**src/rtl/ecc_chk_pkg.sv**
```systemverilog
package ecc_chk_pkg;

  localparam int MODE_W = 3;
  localparam int KEY_W  = 4;
  localparam logic [KEY_W-1:0]  DIAG_KEY  = 4'b0101;
  localparam logic [MODE_W-1:0] MODE_SAME = 3'd3;
  localparam logic [MODE_W-1:0] MODE_INV  = 3'd4;

  typedef enum logic [1:0] {
    K_FUNC = 2'd0,
    K_SAME = 2'd1,
    K_INV  = 2'd2
  } chk_kind_e;

  // Decode the raw mode field into the kind of checking performed.
  function automatic chk_kind_e f_kind(input logic [MODE_W-1:0] m);
    if (m == MODE_SAME) return K_SAME;
    if (m == MODE_INV)  return K_INV;
    return K_FUNC;
  endfunction

  // Consistency rule: nonzero syndrome needs a change, zero syndrome forbids one.
  function automatic logic f_mal(input logic syn_nz, input logic any_diff);
    return syn_nz ? !any_diff : any_diff;
  endfunction

endpackage

```
**src/rtl/ecc_chk_lane.sv**
```systemverilog
module ecc_chk_lane
  import ecc_chk_pkg::*;
#(
  parameter int DATA_W = 64,
  parameter int SYN_W  = 8
) (
  input  logic              clk,
  input  logic              rst_n,
  input  chk_kind_e         kind_i,
  input  logic              sel_i,
  input  logic              enter_me_i,
  input  logic              enter_any_i,
  input  logic              rd_valid_i,
  input  logic [SYN_W-1:0]  syn_i,
  input  logic [DATA_W-1:0] pre_i,
  input  logic [DATA_W-1:0] post_i,
  input  logic [DATA_W-1:0] raw_data_i,
  input  logic [SYN_W-1:0]  raw_chk_i,
  input  logic [DATA_W-1:0] stuck_i,
  input  logic              clr_i,
  output logic              err_o,
  output logic              mal_o,
  output logic              good_o,
  output logic [DATA_W-1:0] cap_data_o,
  output logic [SYN_W-1:0]  cap_syn_o
);

  logic              diag;
  logic [DATA_W-1:0] cmp_a, cmp_b, diff;
  logic [SYN_W-1:0]  syn_use;
  logic              any_diff, all_diff, syn_nz, chk_en;
  logic              mal_q, good_q;

  assign diag    = (kind_i != K_FUNC);
  assign cmp_a   = diag ? raw_data_i : pre_i;
  assign cmp_b   = !diag ? post_i : ((kind_i == K_INV) ? ~raw_data_i : raw_data_i);
  assign syn_use = diag ? raw_chk_i : syn_i;

  for (genvar b = 0; b < DATA_W; b++) begin : g_bit
    assign diff[b] = (cmp_a[b] ^ cmp_b[b]) & ~stuck_i[b];
  end

  assign any_diff = |diff;
  assign all_diff = &diff;
  assign syn_nz   = |syn_use;
  assign chk_en   = diag ? sel_i : rd_valid_i;
  assign err_o    = chk_en && f_mal(syn_nz, any_diff);

  always_ff @(posedge clk or negedge rst_n) begin
    if (!rst_n)      mal_q <= 1'b0;
    else if (err_o)  mal_q <= 1'b1;
    else if (clr_i)  mal_q <= 1'b0;
  end

  always_ff @(posedge clk or negedge rst_n) begin
    if (!rst_n)                               good_q <= 1'b0;
    else if (enter_me_i)                      good_q <= 1'b1;
    else if (enter_any_i)                     good_q <= 1'b0;
    else if (kind_i != K_INV)                 good_q <= 1'b0;
    else if (sel_i && !all_diff)              good_q <= 1'b0;
  end

  assign mal_o      = mal_q;
  assign good_o     = good_q && (kind_i == K_INV);
  assign cap_data_o = cmp_a;
  assign cap_syn_o  = syn_use;

  // zero syndrome with a changed word is a malfunction
  p_func_r1: assert property (@(posedge clk) disable iff (!rst_n)
    (!diag && rd_valid_i && (syn_i == '0) && (pre_i != post_i) && (stuck_i == '0)) |=> mal_q);
  // flag stays set unless cleared
  p_mal_sticky_r2: assert property (@(posedge clk) disable iff (!rst_n)
    (mal_q && !clr_i) |=> mal_q);
  p_mal_set_r2: assert property (@(posedge clk) disable iff (!rst_n)
    err_o |=> mal_q);
  // same-data mode with nonzero checkbits must flag
  p_same_r4: assert property (@(posedge clk) disable iff (!rst_n)
    (kind_i == K_SAME && sel_i && raw_chk_i != '0) |=> mal_q);
  // inverted-data mode with zero checkbits must flag
  p_inv_r5: assert property (@(posedge clk) disable iff (!rst_n)
    (kind_i == K_INV && sel_i && raw_chk_i == '0 && stuck_i == '0) |=> mal_q);
  // unselected lane in a test mode never reports
  p_quiet_r6: assert property (@(posedge clk) disable iff (!rst_n)
    (diag && !sel_i) |-> !err_o);
  // good flag rises only on entry into mode 4 for this lane
  p_good_rise_r7: assert property (@(posedge clk) disable iff (!rst_n)
    $rose(good_q) |-> $past(enter_me_i));
  // once low, good stays low until re-entry
  p_good_hold_r8: assert property (@(posedge clk) disable iff (!rst_n)
    (!good_q && !enter_me_i) |=> !good_q);
  p_good_clear_r8: assert property (@(posedge clk) disable iff (!rst_n)
    (good_q && kind_i == K_INV && sel_i && !all_diff && !enter_any_i) |=> !good_q);

endmodule

```
**config.mk**
```make
export PLATFORM = sky130hd
export DESIGN_NAME = ecc_chk_lane
export DESIGN_NICKNAME = d
export VERILOG_FILES = /design/src/rtl/ecc_chk_pkg.sv /design/src/rtl/ecc_chk_lane.sv
export SDC_FILE = /design/constraint.sdc
export NUM_CORES = 1
export LEC_CHECK = 0
export BUFFER_PORTS_ARGS = -buffer_cell sky130_fd_sc_hd__buf_2
export CAP_MARGIN = 20
export CORE_AREA = 2 2 138 140
export DETAILED_ROUTE_END_ITERATION = 10
export DIE_AREA = 0 0 140 142
export PLACE_DENSITY = 0.4
export SLEW_MARGIN = 20
export SYNTH_ARGS = -nofsm -noshare
export SYNTH_HDL_FRONTEND = slang
export SYNTH_SLANG_ARGS = --single-unit
```
**constraint.sdc**
```tcl
create_clock -name clk -period 5.3 [get_ports clk]
set_clock_uncertainty 0.15 [all_clocks]
set_input_delay 0.53 -clock clk [delete_from_list [all_inputs] [get_ports clk]]
set_output_delay 0.53 -clock clk [all_outputs]
set_load 0.02 [all_outputs]
```
== After elaboration in Yosys (flattened, before gate mapping) ==
Index checks and enable logic that the tools add are counted.
Cells by class
  bitwise operators: 193
  $lt $le $gt $ge: 0
  add/subtract/negate cells: 0
  mux-type cells: 12
  divide/modulo/power cells: 0
  reductions and logical operators: 11
  $mul: 0
  shift-type cells: 0
  equal/unequal tests: 2
Operators by type and width (count)
  64-bit 2-to-1 mux: 3
  1-bit AND: 64
  1-bit NOT: 64
  64-bit NOT: 1
  64-bit AND reduction: 1
  64-bit OR reduction: 1
  1-bit bitwise XOR: 64
  1-bit 2-to-1 mux: 8
  8-bit 2-to-1 mux: 1
  8-bit OR reduction: 1
  2-bit nonzero test: 2
  4-bit nonzero test: 1
  1-bit logical AND: 3
  2-bit equality test (second input constant): 1
  1-bit zero test: 2
  2-bit != test (second input constant): 1
Word-level totals
  word-level logic and storage cells: 220
  memory bits (read-only): 0
  bits in writable memories: 0
  memories: 0
  output and inout bits: 75
  register bits: 2
  latch bits: 0

== Logic depth before layout (Yosys ltp) ==
  word-level depth: 12
  gate-level depth with buffers: 9

== Worst setup path after synthesis ==
Ideal clock, no wire load.
  path kind: input-to-output
  from: input port kind_i[1]
  to: output port err_o
  cell stages on the path: 7
  buffers on the path: 1
  arrival: 2174 ps
  setup slack: 2446 ps
  cells stage by stage: buf_2 nor2_2 mux2_2 nor4_1 nand2_1 xor2_1 and2_1
Between the ends
  elaborated cells on any way between the ends: 140
  those cells by class: eq/ne: 1; mux: 6; bitwise: 128; reduce/logical: 5
RTL lines
  start, declared: line ecc_chk_lane.sv:9  | input chk_kind_e kind_i,
  2-bit nonzero test: line ecc_chk_lane.sv:34  | assign diag = (kind_i != K_FUNC);
  8-bit 2-to-1 mux: line ecc_chk_lane.sv:37  | assign syn_use = diag ? raw_chk_i : syn_i;
  named net cap_syn_o[7]: line ecc_chk_lane.sv:25  | output logic [SYN_W-1:0] cap_syn_o
  8-bit OR reduction: line ecc_chk_lane.sv:45  | assign syn_nz = |syn_use;
  1-bit 2-to-1 mux: line ecc_chk_pkg.sv:24  | return syn_nz ? !any_diff : any_diff;
  1-bit logical AND: line ecc_chk_lane.sv:47  | assign err_o = chk_en && f_mal(syn_nz, any_diff);
  end, declared: line ecc_chk_lane.sv:21  | output logic err_o,
The timed path passes the listed nets, and every way through them passes these cells.

== Worst setup path in the final report ==
  from: input port kind_i[0]
  to: output port err_o
Between the ends
  cells in the longest elaborated chain, start to end: 9
  elaborated cells on any way between the ends: 140
  those cells by class: eq/ne: 1; mux: 6; bitwise: 128; reduce/logical: 5
RTL lines
  2-bit equality test: line ecc_chk_lane.sv:36  | assign cmp_b = !diag ? post_i : ((kind_i == K_INV) ? ~raw_data_i : raw_data_i);
  64-bit 2-to-1 mux (2 in series): line ecc_chk_lane.sv:36
  1-bit bitwise XOR: line ecc_chk_lane.sv:40  | assign diff[b] = (cmp_a[b] ^ cmp_b[b]) & ~stuck_i[b];
  1-bit AND: line ecc_chk_lane.sv:40
  64-bit OR reduction: line ecc_chk_lane.sv:43  | assign any_diff = |diff;
  1-bit zero test: line ecc_chk_pkg.sv:24
  1-bit 2-to-1 mux: line ecc_chk_pkg.sv:24
  1-bit logical AND *: line ecc_chk_lane.sv:47
Every way passes the cells marked *; elsewhere a longest branch is shown, timed or not.

==> results.yml <==
outcome:
  status: "finished, violations left"
  violated_checks: "DRC"
power_and_ir_drop:
  powerDensity_nw_per_um2: 116
  worst_ir_drop_vdd_v: 0.0000756
  totalPowerFinal_uw: 523
  cellLeakagePower_nw: 2.29
route:
  drc_violation_total_after_the_first_tritonroute_iteration: 158
  detail_route.drc_violations: 22
  vias: 3801
  vias_per_cell: 4.14
  drt_pre_antenna_iters: 11
  drt_wl_total_microns: 16000
  post_drt_wl_per_cell_microns: 17.4
  postRouteAntennaNets: 0
setup_path:
  worst_ep_required_ns: 4.62
  highest_cell_delay_on_the_worst_timing_path_ns: 0.52
  critical_path_arrival_ns: 3.19
  cp_slowest_cell: "sky130_fd_sc_hd__buf_2"
  worst-setup-path-type: "in -> out"
  crit_fanout: 35
  timing.critical_path.max_delay_family: "buffers and inverters"
  start_kind: "input port"
  crit_path_end_kind: "primary output"
  critical_path.cell_chain: "buf_2, buf_4, nor2_1, o21ai_1, nand4_1, nor4_1, nand4_1, xor2_1, and2_1, buf_2"
  worstPathBufferInverterCount: 3
clock_network:
  clock_sinks: 2
  htree_levels: 1
  cts_buffers: 3
  clk_pin_slew_worst_paths_ns: 0.03
  clock_latency_ns: 0.22
  clock_path_buffers: 2
  post_cts.repair.setup_buffers: 0
  cts_tree: "built"
  cts_root_buffer: "sky130_fd_sc_hd__clkbuf_16"
sta:
  post-route-worst-setup-slack_ns: 1.43
  min_period_over_period_pct: 73.1
  post-route-min-period_ns: 3.87
  rsz0062_at_grt: "false"
  report.final.setup_viol: 0
  timing_worst_slew_pin_value_ns: 0.680
  finalHoldWorstSlack_ns: 0.339
  final.setup.tns_ns: 0
  fmax_mhz: 258
  report.final.hold_viol_count: 0
  slew-limit-headroom_pct: 54.6
  final_max_slew_viol_count: 0
die:
  dieArea_sq_um: 19900
  core-area_sq_um: 18500
  top_level_pins: 356
  chipHeight_microns: 142
  fp-row-count: 50
  die_outline_width_microns: 140
  start_util_pct: 13.3
logic_synthesis:
  yosysWarningCount: 0
  synth_nets: 623
  post_synth_num_cell_types: 21
  netlist_instances: 342
  synth_seq_area_share_pct: 2.04
  synth_top_flop_cell: "sky130_fd_sc_hd__dfrtp_1"
  ys_async_sr_fraction_pct: 100
  number_of_synthesized_flops_with_an_enable_pin: 0
  area_of_the_mapped_netlist_sq_um: 2450
  synth-seq-cells: 2
  synth.avg_cell_area_sq_um: 7.16
cells_and_area:
  area_growth_syn_to_layout_pct: 84.9
  final_core_utilization_pct: 24.5
  num_antenna_cells: 0
  layout_net_count: 968
  drive_above_1_share_pct: 63.8
global_route:
  grt.overflow.total: 0
  groute.usage.overall_pct: 14.8
  antenna_found_initial: 1
  grt_pass1_wl_microns: 22400
  grt_max_degree: 43
  grt_pass1_vias: 3761
placement:
  post-place-ws_ns: 1.40
  gp_routability_congestion: 0.806
  place_hpwl_microns: 14500
  io_buffer_count: 355
hold_path:
  hold_path_class: "in -> reg"
job:
  drv_cap: 0
==> synthesized netlist by cell type, types with 3 or more instances <==
library cell / count / area share (%)
sky130_fd_sc_hd__clkbuf_2: 3 / 0.61
sky130_fd_sc_hd__mux2_2: 73 / 34
sky130_fd_sc_hd__nor4_1: 22 / 5.6
sky130_fd_sc_hd__o21ai_1: 6 / 1.2
sky130_fd_sc_hd__nor2_1: 65 / 10
sky130_fd_sc_hd__o21ai_0: 58 / 12
sky130_fd_sc_hd__clkbuf_1: 3 / 0.46
sky130_fd_sc_hd__buf_2: 11 / 2.2
sky130_fd_sc_hd__xor2_1: 65 / 23
sky130_fd_sc_hd__nand4_1: 21 / 5.4
==> state kept, by name, indices dropped and copies added (netlist names) <==
register / count
mal_o: 1
good_q: 1
==> layout make-up <==
cell class | count | area (sq um)
clock buffers | 3 | 75.1
repair buffers | 361 | 1820
fillers | 2097 | 13900
multi-input cells | 318 | 2280
flip-flops and latches | 2 | 50.0
inverters | 1 | 3.75
well taps | 234 | 293
==> cell families (layout without fill, tap and decap cells) <==
group / count (synthesis) / count (layout) / share of synthesized area, %
compound gates: 67 / 67 / 14.1
xor+xnor: 65 / 65 / 23.3
buf+inv: 22 / 365 / 5.01
flops: 2 / 2 / 2.05
mux: 73 / 73 / 33.6
simple gates: 113 / 113 / 22.0
==> placed cells by master (no fill, tap or decap) <==
master                          synthesis  layout
sky130_fd_sc_hd__nor3_1                 1       1
sky130_fd_sc_hd__clkbuf_16              0       3
sky130_fd_sc_hd__dfrtp_1                2       2
sky130_fd_sc_hd__a22o_1                 1       1
sky130_fd_sc_hd__nor2_1                65      65
sky130_fd_sc_hd__buf_4                  2       5
sky130_fd_sc_hd__nand4_1               21      21
sky130_fd_sc_hd__mux2_2                73      73
sky130_fd_sc_hd__o21ai_0               58      58
sky130_fd_sc_hd__o21ai_1                6       6
sky130_fd_sc_hd__inv_1                  1       1
sky130_fd_sc_hd__buf_2                 11     355
sky130_fd_sc_hd__and2_1                 1       1
sky130_fd_sc_hd__a21o_1                 1       1
sky130_fd_sc_hd__nand2_1                2       2
sky130_fd_sc_hd__nor2_4                 0       1
sky130_fd_sc_hd__dlygate4sd3_1          0       1
sky130_fd_sc_hd__xor2_1                65      65
sky130_fd_sc_hd__o41ai_1                1       1
sky130_fd_sc_hd__nor4_1                22      22
==> final timing paths <==
path | startpoint | end | slack [ns] | depth (start not counted)
max | kind_i[0] | err_o | 1.43 | 10
min | enter_me_i | good_q | 0.34 | 2
max reg2reg | good_q | good_q | 4.37 | 3
min reg2reg | mal_o | mal_o | 0.37 | 1
max in group asynchronous | rst_n | good_q | 4.41 | 2
min in group asynchronous | rst_n | mal_o | 0.49 | 2
==> per-stage QoR <==
stage / std cells / area [sq um]
after global routing: 919 / 4530
after CTS: 919 / 4530
after floorplan: 342 / 2450
after global placement: 915 / 4440
final: 919 / 4530
after detailed placement: 915 / 4440
==> layer usage <==
metal,vias to the layer above,share of wire [%],GRT usage [%]
li1,1932,-,-
met1,1666,42,18.4
met2,194,50,27.4
met3,7,7.6,2.79
met4,2,0.37,1.59
met5,-,0.081,0
==> where the power goes <==
| group | internal (mW) | switching [mW] |
|---|---|---|
| combinational | 0.181 | 0.213 |
| clock | 0.0959 | 0.0168 |
| sequential | 0.0159 | 0.000111 |
| total | 0.293 | 0.230 |
==> timing repair <==
| action | in CTS | in global routing |
|---|---|---|
| gates resized for setup | 0 | 0 |
| endpoints found under the hold margin | 2 | 0 |
| hold buffers | 1 | 0 |
| endpoints found under the setup margin | 0 | 0 |
No activity file was read; power rests on OpenSTA's default activity.
